`src/rtl/auxreq_pkg.sv`:
```
package auxreq_pkg;

  // request command codes: bit 0 = read, bit 2 = keep transfer open, bit 3 = native
  localparam logic [3:0] CMD_I2C_WR = 4'h0;
  localparam logic [3:0] CMD_I2C_RD = 4'h1;
  localparam logic [3:0] CMD_MOT_WR = 4'h4;
  localparam logic [3:0] CMD_MOT_RD = 4'h5;
  localparam logic [3:0] CMD_NAT_WR = 4'h8;
  localparam logic [3:0] CMD_NAT_RD = 4'h9;

  localparam logic [1:0] RPL_ACK      = 2'b00;
  localparam logic [1:0] RPL_AUX_NACK = 2'b01;
  localparam logic [1:0] RPL_I2C_NACK = 2'b10;

  localparam logic [1:0] OP_START = 2'd0;
  localparam logic [1:0] OP_WRITE = 2'd1;
  localparam logic [1:0] OP_READ  = 2'd2;
  localparam logic [1:0] OP_STOP  = 2'd3;

  typedef enum logic [2:0] {
    S_IDLE, S_DISPATCH, S_REG, S_PRESTOP, S_START, S_XFER, S_ENDSTOP, S_DONE
  } seq_state_e;

  function automatic logic is_native(input logic [3:0] c);
    return (c == CMD_NAT_WR) || (c == CMD_NAT_RD);
  endfunction

  function automatic logic is_plain_i2c(input logic [3:0] c);
    return (c == CMD_I2C_WR) || (c == CMD_I2C_RD);
  endfunction

  function automatic logic is_mot_i2c(input logic [3:0] c);
    return (c == CMD_MOT_WR) || (c == CMD_MOT_RD);
  endfunction

  function automatic logic is_known(input logic [3:0] c);
    return is_native(c) || is_plain_i2c(c) || is_mot_i2c(c);
  endfunction

endpackage

```
`src/rtl/auxreq_mot_track.sv`:
```
module auxreq_mot_track #(
  parameter int I2C_AW = 7,
  parameter int CMD_W  = 4
) (
  input  logic              clk,
  input  logic              rst,
  input  logic              store,
  input  logic [I2C_AW-1:0] cur_addr,
  input  logic [CMD_W-1:0]  cur_cmd,
  input  logic              set_open,
  input  logic              clr_open,
  output logic              bus_open,
  output logic              need_restart
);

  logic [I2C_AW-1:0] last_addr_q;
  logic [CMD_W-1:0]  last_cmd_q;
  logic              open_q;

  always_ff @(posedge clk) begin
    if (rst) begin
      open_q      <= 1'b0;
      last_addr_q <= '0;
      last_cmd_q  <= '0;
    end else begin
      if (store) begin
        last_addr_q <= cur_addr;
        last_cmd_q  <= cur_cmd;
      end
      if (clr_open)      open_q <= 1'b0;
      else if (set_open) open_q <= 1'b1;
    end
  end

  assign bus_open     = open_q;
  assign need_restart = open_q && ((cur_addr != last_addr_q) || (cur_cmd != last_cmd_q));

  // closing and opening never requested together
  a_r8_open_close_excl: assert property (@(posedge clk) disable iff (rst)
    !(set_open && clr_open));

endmodule

```
`src/rtl/auxreq_byte_buf.sv`:
```
module auxreq_byte_buf #(
  parameter int MAX_LEN = 16,
  parameter int IDX_W   = 4
) (
  input  logic                 clk,
  input  logic                 rst,
  input  logic                 load,
  input  logic [MAX_LEN*8-1:0] wdata_in,
  input  logic                 cap_en,
  input  logic [IDX_W-1:0]     cap_idx,
  input  logic [7:0]           cap_byte,
  input  logic [IDX_W-1:0]     sel_idx,
  output logic [7:0]           tx_byte,
  output logic [MAX_LEN*8-1:0] rdata_out
);

  logic [MAX_LEN*8-1:0] tx_vec;

  always_ff @(posedge clk) begin
    if (rst)       tx_vec <= '0;
    else if (load) tx_vec <= wdata_in;
  end

  assign tx_byte = tx_vec[{sel_idx, 3'b000} +: 8];

  for (genvar g = 0; g < MAX_LEN; g++) begin : g_rx
    logic [7:0] rx_q;
    always_ff @(posedge clk) begin
      if (rst || load)                          rx_q <= '0;
      else if (cap_en && cap_idx == IDX_W'(g))  rx_q <= cap_byte;
    end
    assign rdata_out[g*8 +: 8] = rx_q;
  end

endmodule

```
`src/rtl/auxreq_seq.sv`:
```
module auxreq_seq
  import auxreq_pkg::*;
#(
  parameter int ADDR_W  = 20,
  parameter int MAX_LEN = 16,
  parameter int I2C_AW  = 7,
  localparam int LEN_W  = $clog2(MAX_LEN + 1),
  localparam int IDX_W  = $clog2(MAX_LEN),
  localparam int DATA_W = MAX_LEN * 8
) (
  input  logic              clk,
  input  logic              rst,
  input  logic              req_valid,
  output logic              req_ready,
  input  logic [3:0]        req_cmd,
  input  logic [ADDR_W-1:0] req_addr,
  input  logic [LEN_W-1:0]  req_len,
  input  logic [DATA_W-1:0] req_wdata,
  output logic              done,
  output logic [1:0]        reply,
  output logic [DATA_W-1:0] rdata,
  output logic              reg_valid,
  output logic              reg_write,
  output logic [ADDR_W-1:0] reg_addr,
  output logic [7:0]        reg_wdata,
  input  logic              reg_ack,
  input  logic              reg_err,
  input  logic [7:0]        reg_rdata,
  output logic              i2c_cmd_valid,
  output logic [1:0]        i2c_op,
  output logic [I2C_AW-1:0] i2c_addr,
  output logic              i2c_rw,
  output logic [7:0]        i2c_wdata,
  input  logic              i2c_done,
  input  logic              i2c_nack,
  input  logic [7:0]        i2c_rdata
);

  seq_state_e        state_q;
  logic [3:0]        cmd_q;
  logic [ADDR_W-1:0] addr_q;
  logic [LEN_W-1:0]  len_q;
  logic [IDX_W-1:0]  idx_q;
  logic [1:0]        reply_q;

  logic accept, last_byte, plain_q, mot_q, nat_q;
  logic bus_open, need_restart, trk_store, trk_set, trk_clr;
  logic cap_en;
  logic [7:0] cap_byte, tx_byte;

  assign accept    = req_valid && (state_q == S_IDLE);
  assign last_byte = (LEN_W'(idx_q) + LEN_W'(1)) == len_q;
  assign plain_q   = is_plain_i2c(cmd_q);
  assign mot_q     = is_mot_i2c(cmd_q);
  assign nat_q     = is_native(cmd_q);

  auxreq_mot_track #(.I2C_AW(I2C_AW), .CMD_W(4)) u_track (
    .clk(clk), .rst(rst), .store(trk_store), .cur_addr(addr_q[I2C_AW-1:0]),
    .cur_cmd(cmd_q), .set_open(trk_set), .clr_open(trk_clr),
    .bus_open(bus_open), .need_restart(need_restart)
  );

  assign trk_store = (state_q == S_DISPATCH) && mot_q;
  assign trk_set   = (state_q == S_START) && i2c_done && !i2c_nack;
  assign trk_clr   = ((state_q == S_PRESTOP) || (state_q == S_ENDSTOP)) && i2c_done;

  assign cap_en   = ((state_q == S_REG) && reg_ack && !reg_err && !reg_write) ||
                    ((state_q == S_XFER) && i2c_done && !i2c_nack && cmd_q[0]);
  assign cap_byte = (state_q == S_REG) ? reg_rdata : i2c_rdata;

  auxreq_byte_buf #(.MAX_LEN(MAX_LEN), .IDX_W(IDX_W)) u_buf (
    .clk(clk), .rst(rst), .load(accept), .wdata_in(req_wdata),
    .cap_en(cap_en), .cap_idx(idx_q), .cap_byte(cap_byte),
    .sel_idx(idx_q), .tx_byte(tx_byte), .rdata_out(rdata)
  );

  always_ff @(posedge clk) begin
    if (rst) begin
      state_q <= S_IDLE;
      cmd_q   <= '0;
      addr_q  <= '0;
      len_q   <= '0;
      idx_q   <= '0;
      reply_q <= RPL_ACK;
    end else begin
      unique case (state_q)
        S_IDLE: if (accept) begin
          cmd_q   <= req_cmd;
          addr_q  <= req_addr;
          len_q   <= req_len;
          idx_q   <= '0;
          state_q <= S_DISPATCH;
        end
        S_DISPATCH: begin
          reply_q <= RPL_ACK;
          if (nat_q)
            state_q <= (len_q == '0) ? S_DONE : S_REG;
          else if (plain_q)
            state_q <= bus_open ? S_PRESTOP : S_START;
          else if (mot_q) begin
            if (!bus_open)         state_q <= S_START;
            else if (need_restart) state_q <= S_PRESTOP;
            else                   state_q <= (len_q == '0) ? S_DONE : S_XFER;
          end else begin
            reply_q <= RPL_AUX_NACK;
            state_q <= S_DONE;
          end
        end
        S_REG: if (reg_ack) begin
          if (reg_err) begin
            reply_q <= RPL_AUX_NACK;
            state_q <= S_DONE;
          end else if (last_byte) state_q <= S_DONE;
          else idx_q <= idx_q + IDX_W'(1);
        end
        S_PRESTOP: if (i2c_done) state_q <= S_START;
        S_START: if (i2c_done) begin
          if (i2c_nack) begin
            reply_q <= RPL_I2C_NACK;
            state_q <= S_ENDSTOP;
          end else if (len_q == '0) state_q <= plain_q ? S_ENDSTOP : S_DONE;
          else state_q <= S_XFER;
        end
        S_XFER: if (i2c_done) begin
          if (i2c_nack) begin
            reply_q <= RPL_I2C_NACK;
            state_q <= S_ENDSTOP;
          end else if (last_byte) state_q <= plain_q ? S_ENDSTOP : S_DONE;
          else idx_q <= idx_q + IDX_W'(1);
        end
        S_ENDSTOP: if (i2c_done) state_q <= S_DONE;
        S_DONE:    state_q <= S_IDLE;
        default:   state_q <= S_IDLE;
      endcase
    end
  end

  assign req_ready     = (state_q == S_IDLE);
  assign done          = (state_q == S_DONE);
  assign reply         = reply_q;
  assign reg_valid     = (state_q == S_REG);
  assign reg_write     = (cmd_q == CMD_NAT_WR);
  assign reg_addr      = addr_q + ADDR_W'(idx_q);
  assign reg_wdata     = tx_byte;
  assign i2c_cmd_valid = (state_q == S_PRESTOP) || (state_q == S_START) ||
                         (state_q == S_XFER) || (state_q == S_ENDSTOP);
  assign i2c_op        = (state_q == S_START) ? OP_START :
                         (state_q == S_XFER)  ? (cmd_q[0] ? OP_READ : OP_WRITE) : OP_STOP;
  assign i2c_addr      = addr_q[I2C_AW-1:0];
  assign i2c_rw        = cmd_q[0];
  assign i2c_wdata     = tx_byte;

  // nothing outstanding downstream while the block offers ready
  a_r10_ready_idle: assert property (@(posedge clk) disable iff (rst)
    req_ready |-> (!reg_valid && !i2c_cmd_valid && !done));

  // completion is a single-cycle pulse
  a_r9_done_pulse: assert property (@(posedge clk) disable iff (rst)
    done |=> !done);

  // consecutive native accesses step the address by one
  a_r2_addr_step: assert property (@(posedge clk) disable iff (rst)
    (reg_valid && reg_ack && !reg_err) |=>
      (!reg_valid || reg_addr == ($past(reg_addr) + ADDR_W'(1))));

  // a failed register access finishes the request at once with AUX NACK
  a_r3_err_stops: assert property (@(posedge clk) disable iff (rst)
    (reg_valid && reg_ack && reg_err) |=> (done && reply == RPL_AUX_NACK));

  // unknown command causes no downstream activity and an AUX NACK
  a_r1_bad_quiet: assert property (@(posedge clk) disable iff (rst)
    (req_valid && req_ready && !is_known(req_cmd)) |=> (!reg_valid && !i2c_cmd_valid));
  a_r1_bad_reply: assert property (@(posedge clk) disable iff (rst)
    $past(req_valid && req_ready && !is_known(req_cmd), 2) |-> (done && reply == RPL_AUX_NACK));

  // a start never goes out on an open bus
  a_r4_start_closed: assert property (@(posedge clk) disable iff (rst)
    (i2c_cmd_valid && i2c_op == OP_START) |-> !bus_open);

  // plain I2C requests always complete with the bus closed
  a_r5_plain_closed: assert property (@(posedge clk) disable iff (rst)
    (done && plain_q) |-> !bus_open);

  // a successful MOT request leaves the bus open
  a_r7_mot_open: assert property (@(posedge clk) disable iff (rst)
    (done && mot_q && reply == RPL_ACK) |-> bus_open);

endmodule

```
`config.mk`:
```
export PLATFORM = sky130hd
export DESIGN_NAME = auxreq_seq
export DESIGN_NICKNAME = d
export VERILOG_FILES = /design/src/rtl/auxreq_pkg.sv /design/src/rtl/auxreq_mot_track.sv /design/src/rtl/auxreq_byte_buf.sv /design/src/rtl/auxreq_seq.sv
export SDC_FILE = /design/constraint.sdc
export NUM_CORES = 1
export LEC_CHECK = 0
export BUFFER_PORTS_ARGS = -buffer_cell sky130_fd_sc_hd__buf_2
export CAP_MARGIN = 20
export CORE_UTILIZATION = 25
export CTS_BUF_LIST = sky130_fd_sc_hd__clkbuf_4
export DETAILED_ROUTE_END_ITERATION = 10
export GPL_TIMING_DRIVEN = 1
export PLACE_DENSITY = 0.45
export SYNTH_ARGS = -nofsm -noshare
export SYNTH_HDL_FRONTEND = slang
export SYNTH_SLANG_ARGS = --single-unit
export TNS_END_PERCENT = 50
```
`constraint.sdc`:
```
create_clock -name clk -period 3.53 [get_ports clk]
set_input_delay 0.353 -clock clk [delete_from_list [all_inputs] [get_ports clk]]
set_output_delay 0.353 -clock clk [all_outputs]
set_load 0.02 [all_outputs]
```
==> impl_metrics.env, run 1 <==
export IMPL_drv_slew=0
export IMPL_hpwlAfterDp_um=30300
export IMPL_antenna_found_initial=10
export IMPL_area_growth_pct=41.0
export IMPL_crit_path_start_kind="flop"
export IMPL_ctsLongestPathBuffers=3
export IMPL_grt_pass1_vias=12000
export IMPL_placementRows=81
export IMPL_clockRootBuffer="clkbuf_4"
export IMPL_synth_edf_count=0
export IMPL_design_area_mm2=0.0177
export IMPL_cp_max_fo=36
export IMPL_num_vias=12300
export IMPL_synth_most_common_cell="nand2_1"
export IMPL_required_ns=3.18
export IMPL_setup_slack_ns=0.224
export IMPL_drt_wl_total_um=45700
export IMPL_io_pins=361
export IMPL_utilization_pct=35.9
export IMPL_rrSetupSlack_ns=0.71
export IMPL_start_util_pct=25.5
export IMPL_grt_overflow=0
export IMPL_fin_worst_skew_ns=0.0236
export IMPL_drive_gt1_share_pct=29.2
export IMPL_drtIter0Drc=598
export IMPL_final_min_clock_period_ns=3.31
export IMPL_worstMarginPinSlew_ns=0.826
export IMPL_fp_dieW_um=226
export IMPL_synth_top_cell_area_share_pct=48.8
export IMPL_synth_main_ff_cell="dfxtp_1"
export IMPL_post_place_ws_ns=0.534
export IMPL_yosysTopAreaCell="dfxtp_1"
export IMPL_grt_pass1_wl_um=69300
export IMPL_die_area_mm2=0.0511
export IMPL_core_mm2=0.0493
export IMPL_synthArstFlopShare_pct=0
export IMPL_htreeDepth=3
export IMPL_synth_fp_nets=1661
export IMPL_ys_seq_area_share_pct=48.8
export IMPL_criticalPathCategory="reg2out"
export IMPL_synth_warnings=0
export IMPL_ys_top_cells_by_count="nand2_1, dfxtp_1, a21oi_1"
export IMPL_detail_route_first_pass_iterations=6
export IMPL_syn_area_mm2=0.0126
export IMPL_drv_cap=0
export IMPL_synth_distinct_cells=57
export IMPL_holdCritPathClass="in2reg"
export IMPL_drtAntennaViolNets=0
export IMPL_finalCritPeriodShare_pct=93.6
export IMPL_cts_tree="done"
export IMPL_nets=2167
export IMPL_vdd_drop_max_v=0.000269
export IMPL_clk_latency_ns=0.82
export IMPL_setup_tns_ns=0
export IMPL_place_gp_congestion=0.773
export IMPL_grt_max_degree=180
export IMPL_end_kind="output pin"
export IMPL_cts_sinks=306
export IMPL_synth_area_leaders="dfxtp_1, nand2_1, mux4_2, a21oi_1, nand3_1"
export IMPL_track_usage_pct=17.7
export IMPL_setup_viol=0
export IMPL_hold_violations=0
export IMPL_synth_cells=1472
export IMPL_numPortBuffers=360
export IMPL_crit_arrival_ns=2.95
export IMPL_slew_headroom_pct=44.9
export IMPL_die_h_um=226
export IMPL_synth_seq_cells=306
export IMPL_power_density_mw_per_mm2=589
export IMPL_status="finished, final reports clean"
export IMPL_syn_avg_cell_area_um2=8.53
export IMPL_route_detailed_drc=0
export IMPL_max_freq_mhz=303
export IMPL_viasPerCell=4.54
export IMPL_routedWlPerCell_um=16.8
export IMPL_numCtsBuffers=88
export IMPL_power_leakage_nw=7.48
export IMPL_dpl_instance_area_mm2=0.0149
export IMPL_clk_pin_slew_worst_paths_ns=0.06
## timing repair
action | in CTS | in global routing
hold buffers | 163 | 0
gates resized for setup | 5 | 5
buffers inserted | 1 | 4
pin swaps | 1 | 1
setup endpoints to repair | 23 | 14
hold endpoints to repair | 175 | 0
## worst max-delay path, cell delays in order (launching register included)
cell	delay, ns
dfxtp_2	0.35
buf_6	0.39
mux4_2	0.60
mux4_2	0.55
buf_2	0.19
## worst paths after layout
kind / start / cells after the start / end
min reg2reg: u_buf.tx_vec[94] / 2 / u_buf.tx_vec[94]
min: reg_rdata[1] / 6 / u_buf.g_rx[12].rx_q[1]
max reg2reg: idx_q[1] / 8 / state_q[2]
max: idx_q[1] / 4 / reg_wdata[2]
## per-stage QoR
| stage | std cells | total power, W | hold slack, ns |
|---|---|---|---|
| floorplan | 1472 | 0.00602 | 0.433 |
| global placement | 2384 | 0.00694 | 0.440 |
| global route | 2713 | 0.0111 | 0.0719 |
| finish | 2714 | 0.0104 | 0.134 |
| detailed placement | 2384 | 0.00697 | 0.445 |
| CTS | 2702 | 0.0106 | 0.0300 |
## cells by family after synthesis
kind of cell	Yosys count	share of synthesized area, %
and+or+nand+nor	585	20.2
AOI/OAI and AO/OA	334	14.4
DFF	306	48.8
buffers and inverters	153	5.29
muxes	49	7.89
xor gates and xnor gates	36	2.51
adders and majority gates	9	0.957
## placed cells by master (no fill, tap or decap), types with 3 or more instances in the layout
| master | count |
|---|---|
| nor2b_1 | 4 |
| a311oi_1 | 3 |
| clkinv_1 | 15 |
| inv_2 | 3 |
| nand3_2 | 4 |
| a21boi_4 | 3 |
| nand2_2 | 9 |
| inv_1 | 18 |
| a21oi_1 | 169 |
| o21ai_0 | 94 |
| buf_12 | 5 |
| nand3_1 | 136 |
| nand4_1 | 6 |
| mux2i_1 | 9 |
| buf_2 | 358 |
| and3_1 | 5 |
| o21ai_1 | 43 |
| nand2_1 | 366 |
| dfxtp_1 | 304 |
| xnor2_1 | 17 |
| nor2_1 | 28 |
| dlygate4sd3_1 | 163 |
| xor2_1 | 19 |
| clkbuf_4 | 131 |
| diode_2 | 8 |
| ha_1 | 7 |
| nor3_1 | 5 |
| buf_4 | 22 |
| mux4_2 | 40 |
## flip-flops by register name, indices dropped and copies added, names as in the netlist
signal / cells
u_track.bus_open: 1
u_buf.g_rx.rx_q: 128
u_track.last_cmd_q: 4
u_track.last_addr_q: 7
cmd_q: 4
reply: 2
u_buf.tx_vec: 128
addr_q: 20
idx_q: 4
len_q: 5
state_q: 3
## layout make-up
type                    count  area [µm²]
fillers                  5262       31600
flip-flops and latches    306        6130
multi-input cells        1013        5800
repair buffers            551        3730
clock buffers             131         983
well taps                 664         831
clock inverters            23         146
inverters                  18        67.6
diodes                      8        20.0
## layer usage
metal	GRT usage, %	share of wire, %	up-vias
met3	5.78	7.3	97
met4	6.06	2.3	12
li1	-	-	6122
met1	22.1	44	5697
met2	28.7	46	385
met5	0	0.16	-
## where the power goes
part | internal (W) | leakage, nW | switching, W
logic | 0.00104 | 4.32 | 0.00182
clock network | 0.00183 | 0.679 | 0.00158
registers | 0.00385 | 2.49 | 0.000302
(Power assumes the default switching activity.)
==> run 2: changes to the inputs <==
--- a/config.mk
+++ b/config.mk
@@ -7,6 +7,7 @@
 export LEC_CHECK = 0
 export BUFFER_PORTS_ARGS = -buffer_cell sky130_fd_sc_hd__buf_2
 export CAP_MARGIN = 20
+export CORE_ASPECT_RATIO = 0.75
 export CORE_UTILIZATION = 25
 export CTS_BUF_LIST = sky130_fd_sc_hd__clkbuf_4
 export DETAILED_ROUTE_END_ITERATION = 10
==> run 2 against run 1 <==
Net effect: cell area fell by 1.3%; via count is 1.4% higher; the run now ends with design-rule violations left; critical path depth is the same; clock-buffer cell count is 9 lower.
==> impl_metrics.env, run 2 (synthesis results as in run 1) <==
export IMPL_max_freq_mhz=301
export IMPL_power_density_mw_per_mm2=586
export IMPL_setup_viol=0
export IMPL_grt_pass1_vias=12200
export IMPL_place_gp_congestion=0.803
export IMPL_drtAntennaViolNets=0
export IMPL_antenna_found_initial=6
export IMPL_cts_sinks=306
export IMPL_area_growth_pct=39.2
export IMPL_die_area_mm2=0.0511
export IMPL_routedWlPerCell_um=17.5
export IMPL_core_mm2=0.0491
export IMPL_start_util_pct=25.6
export IMPL_largestRegisters="u_buf.g_rx.rx_q: 128 flops, u_buf.tx_vec: 128 flops, addr_q: 20 flops"
export IMPL_grt_max_degree=166
export IMPL_required_ns=3.18
export IMPL_drtIter0Drc=706
export IMPL_detail_route_first_pass_iterations=8
export IMPL_num_vias=12500
export IMPL_htreeDepth=3
export IMPL_fp_dieW_um=261
export IMPL_fin_worst_skew_ns=0.0282
export IMPL_viasPerCell=4.68
export IMPL_hold_violations=0
export IMPL_drv_slew=0
export IMPL_power_leakage_nw=7.38
export IMPL_placementRows=70
export IMPL_hpwlAfterDp_um=30800
export IMPL_end_kind="output pin"
export IMPL_crit_path_start_kind="flop"
export IMPL_criticalPathCategory="reg2out"
export IMPL_grt_overflow=0
export IMPL_drive_gt1_share_pct=28.3
export IMPL_violations="design-rule violations"
export IMPL_worstMarginPinSlew_ns=1.00
export IMPL_cp_max_fo=35
export IMPL_crit_arrival_ns=2.97
export IMPL_final_common_cell="nand2_1"
export IMPL_setup_tns_ns=0
export IMPL_dpl_instance_area_mm2=0.0148
export IMPL_grt_pass1_wl_um=70900
export IMPL_cts_tree="done"
export IMPL_design_area_mm2=0.0175
export IMPL_drt_wl_total_um=46800
export IMPL_setup_slack_ns=0.204
export IMPL_finalCritPeriodShare_pct=94.2
export IMPL_drv_cap=0
export IMPL_status="complete, but fails checks"
export IMPL_numPortBuffers=360
export IMPL_route_detailed_drc=14
export IMPL_clk_latency_ns=0.80
export IMPL_track_usage_pct=18.0
export IMPL_cts_setup_buffers=0
export IMPL_rsz0062_at_grt="false"
export IMPL_numCtsBuffers=83
export IMPL_clk_pin_slew_worst_paths_ns=0.07
export IMPL_slew_headroom_pct=33.1
export IMPL_layout_common_cells="nand2_1, buf_2, dfxtp_1, a21oi_1, dlygate4sd3_1"
export IMPL_total_power_w=0.0102
export IMPL_ctsLongestPathBuffers=3
export IMPL_post_place_ws_ns=0.751
export IMPL_holdCritPathClass="in2reg"
export IMPL_final_min_clock_period_ns=3.33
export IMPL_clockRootBuffer="clkbuf_4"
export IMPL_die_h_um=196
export IMPL_utilization_pct=35.6
export IMPL_io_pins=361
export IMPL_vdd_drop_max_v=0.000425
export IMPL_nets=2149
## run 2: worst max-delay path, cell delays in order, from the launching register on
cell and delay, ns:
dfxtp_2 0.38, buf_6 0.41, mux4_2 0.63, mux4_2 0.53, buf_2 0.18
## run 2: layout make-up
| cell class | instances | area [µm²] |
|---|---|---|
| multi-input cells | 1013 | 5790 |
| repair buffers | 538 | 3630 |
| fillers | 5159 | 31700 |
| inverters | 18 | 67.6 |
| clock inverters | 19 | 126 |
| well taps | 648 | 811 |
| flip-flops and latches | 306 | 6130 |
| diodes | 5 | 12.5 |
| clock buffers | 122 | 916 |
## run 2: through the flow
step | hold slack (ns) | instances
after floorplan | 0.433 | 1472
after global placement | 0.442 | 2357
after detailed placement | 0.445 | 2357
after CTS | 0.0115 | 2664
after global routing | 0.0619 | 2669
final | 0.111 | 2669
## run 2: final timing paths
kind              slack (ns)        startpoint                     to  cells past startpoint
hold reg to reg         0.45  u_buf.tx_vec[25]       u_buf.tx_vec[25]                      2
hold / removal          0.11           reg_ack               reply[0]                      4
setup / recovery        0.20          idx_q[1]           reg_wdata[1]                      4
setup reg to reg        0.74        state_q[2]  u_buf.g_rx[3].rx_q[4]                      6
## run 2: repair_timing
item / 4_1_cts / 5_1_grt
pin swaps: 0 / 1
setup endpoints to repair: 5 / 7
hold buffers: 166 / 0
gates resized for setup: 2 / 2
gates cloned: 0 / 0
hold endpoints to repair: 170 / 0
## run 2: metal layers
layer	vias up	track usage, %	routed length, µm
met5	-	0	0
met4	0	6.93	1180
met3	90	4.87	2720
met2	377	27.2	21000
met1	5957	24.3	21900
li1	6064	-	-
## run 2: power by group
part / switching [W] / total, W / internal [W]
combinational: 0.00184 / 0.00285 / 0.00101
sequential: 0.000298 / 0.00415 / 0.00385
clock: 0.00154 / 0.00325 / 0.00172
==> run 3: changes to the inputs <==
--- a/config.mk
+++ b/config.mk
@@ -12,7 +12,7 @@
 export CTS_BUF_LIST = sky130_fd_sc_hd__clkbuf_4
 export DETAILED_ROUTE_END_ITERATION = 10
 export GPL_TIMING_DRIVEN = 1
-export PLACE_DENSITY = 0.45
+export PLACE_DENSITY = 0.47
 export SYNTH_ARGS = -nofsm -noshare
 export SYNTH_HDL_FRONTEND = slang
 export SYNTH_SLANG_ARGS = --single-unit
==> constraint.sdc (replaced) <==
create_clock -name clk -period 2.92 [get_ports clk]
set_input_delay 0.292 -clock clk [delete_from_list [all_inputs] [get_ports clk]]
set_output_delay 0.292 -clock clk [all_outputs]
set_load 0.02 [all_outputs]
==> run 3 against run 2 <==
Net effect: the run ends with design-rule violations, negative setup slack left; combinational power is 30% higher; flip-flop and latch count stayed put; die area stayed put; wire length is 0.76% lower; clock-buffer cell count is 3 lower; sequential power is 20% higher; critical path depth is 6 higher; hold slack worse by 0.013 ns; core utilization is 1.4 points higher; clock skew is 0.019 ns higher.
==> impl_metrics.env, run 3 (synthesis results as in run 1) <==
export IMPL_area_growth_pct=44.6
export IMPL_status="complete, but fails checks"
export IMPL_die_area_mm2=0.0511
export IMPL_hold_depth=6
export IMPL_rrSetupSlack_ns=0.34
export IMPL_violations="design-rule violations, negative setup slack"
export IMPL_grt_pass1_vias=12500
export IMPL_drt_wl_total_um=46400
export IMPL_instances_no_fill=2729
export IMPL_sw_frac_of_total_pct=36.3
export IMPL_power_density_mw_per_mm2=684
export IMPL_ctsLongestPathBuffers=3
export IMPL_grt_overflow=0
export IMPL_cts_tree="done"
export IMPL_finalCritPeriodShare_pct=106
export IMPL_drv_slew=0
export IMPL_ff2ff_path_depth=7
export IMPL_core_mm2=0.0491
export IMPL_largestRegisters="u_buf.g_rx.rx_q: 128 flops, u_buf.tx_vec: 128 flops, addr_q: 20 flops"
export IMPL_grt_max_degree=180
export IMPL_crit_arrival_ns=2.79
export IMPL_drtIter0Drc=732
export IMPL_fp_dieW_um=261
export IMPL_vdd_drop_max_v=0.000409
export IMPL_cpMaxStageDelayCell="dfxtp_4"
export IMPL_placedCellCount=2377
export IMPL_holdCritPathClass="in2reg"
export IMPL_placementRows=70
export IMPL_seq_area_mm2=0.00614
export IMPL_worst_hold_slack_ns=0.0971
export IMPL_worstHoldEndpoint="u_buf.g_rx[1].rx_q[0]"
export IMPL_dpl_instance_area_mm2=0.0149
export IMPL_place_gp_congestion=0.806
export IMPL_grt_pass1_wl_um=70400
export IMPL_route_detailed_drc=16
export IMPL_design_area_mm2=0.0182
export IMPL_crit_family="adder cells"
export IMPL_hold_violations=0
export IMPL_criticalPathCategory="reg2out"
export IMPL_cts_sinks=306
export IMPL_final_common_cell="nand2_1"
export IMPL_setup_tns_ns=-2.34
export IMPL_clk_latency_ns=0.83
export IMPL_slew_headroom_pct=39.1
export IMPL_clockRootBuffer="clkbuf_4"
export IMPL_clk_pin_slew_worst_paths_ns=0.07
export IMPL_n_fill_cell=5061
export IMPL_drtAntennaViolNets=0
export IMPL_max_freq_mhz=324
export IMPL_power_switching_w=0.00450
export IMPL_end_kind="output pin"
export IMPL_path_common_cell="buf_4"
export IMPL_required_ns=2.63
export IMPL_drive_gt1_share_pct=30.8
export IMPL_nets=2202
export IMPL_min_from="reg_rdata[0]"
export IMPL_combPwrFrac_pct=29.8
export IMPL_start_util_pct=25.6
export IMPL_cp_max_fo=6
export IMPL_rsz0062_at_grt="true"
export IMPL_routedWlPerCell_um=17.0
export IMPL_io_pins=361
export IMPL_numPortBuffers=360
export IMPL_worstPathCellList="ha_4 -> inv_2 -> fa_2 -> nor2b_1 -> o21ai_1 -> a21oi_1 -> buf_4 -> and3_4 -> xor2_1 -> buf_4"
export IMPL_r2r_start="state_q[2]"
export IMPL_numCtsBuffers=84
export IMPL_drv_cap=0
export IMPL_p_int_w=0.00791
export IMPL_viasPerCell=4.59
export IMPL_layout_common_cells="nand2_1, buf_2, dfxtp_1, dlygate4sd3_1, a21oi_1"
export IMPL_seqPwrFrac_pct=40.1
export IMPL_detail_route_first_pass_iterations=9
export IMPL_crit_path_start_kind="flop"
export IMPL_multi_input_area_mm2=0.00595
export IMPL_setup_viol=27
export IMPL_r2r_end="u_buf.g_rx[3].rx_q[7]"
export IMPL_path_buf_inv=3
export IMPL_antenna_found_initial=7
export IMPL_worstMarginPinSlew_ns=0.914
export IMPL_slowest_delay_ns=0.38
export IMPL_fin_worst_skew_ns=0.0468
export IMPL_pwr_share_clk_pct=30.2
export IMPL_num_vias=12500
export IMPL_hpwlAfterDp_um=30700
export IMPL_htreeDepth=3
export IMPL_power_leakage_nw=7.67
export IMPL_final_min_clock_period_ns=3.08
export IMPL_track_usage_pct=17.9
export IMPL_setup_slack_ns=-0.164
export IMPL_die_h_um=196
run 3: changes by cell type in the layout (fill, tap and decap cells not counted), moves of 4 or more:
cell	before	now
nor2_1	28	24
xnor2_1	17	12
buf_2	359	345
buf_4	6	55
buf_12	5	9
dlygate4sd3_1	166	175
diode_2	5	9
xnor2_2	0	5
clkinv_1	12	18
run 3: area by class of cell:
type,instances,share of cell area (%)
Inverter,18,0.393
Tap cell,648,4.47
Antenna cell,9,0.124
Timing Repair Buffer,590,22.9
Clock inverter,26,0.600
Sequential cell,306,33.8
Clock buffer,119,4.92
Multi-Input combinational cell,1013,32.8
run 3: worst register-to-register path, cell delays in order, from the launching register on:
cell,delay [ns]
dfxtp_1,0.33
buf_4,0.21
nor3b_1,0.41
nand4_1,0.50
a21oi_4,0.41
nand2_1,0.33
nand3_1,0.20
o21ai_0,0.10
run 3: per-layer routing:
metal,global-route usage (%),part of all wire (%),vias up
li1,-,-,6163
met1,24.2,47,5915
met2,27.2,45,365
met3,4.96,6.4,80
met4,6.43,2.2,0
met5,0,0,-
run 3: what timing repair did:
item	in CTS	in global routing
gates cloned	2	0
resized for setup	42	20
pin swaps	10	13
hold buffers	175	0
hold endpoints to repair	205	0
endpoints found under the setup margin	32	32
setup buffers	17	7
run 3: worst max-delay path by stage:
stage,from,end,cells after the start
floorplan,idx_q[1],reg_addr[12],10
global placement,addr_q[0],reg_addr[19],8
detailed placement,idx_q[2],reg_addr[19],7
CTS,idx_q[0],reg_addr[18],11
global route,addr_q[1],reg_addr[12],9
finish,idx_q[0],reg_addr[12],10
run 3: metrics by stage:
stage	power [W]	setup slack [ns]	utilization, %
floorplan	0.00728	-0.0785	-
global placement	0.00842	0.208	30.4
detailed placement	0.00844	0.260	30.4
CTS	0.0126	-0.253	36.7
global route	0.0132	-0.388	37.0
finish	0.0124	-0.164	37.0
run 3: power groups by stage:
stage | combinational, W | clock [W] | sequential, W
floorplan | 0.00233 | 0 | 0.00495
global placement | 0.00338 | 0 | 0.00504
detailed placement | 0.00339 | 0 | 0.00505
CTS | 0.00369 | 0.00390 | 0.00496
global route | 0.00406 | 0.00413 | 0.00503
finish | 0.00370 | 0.00374 | 0.00497
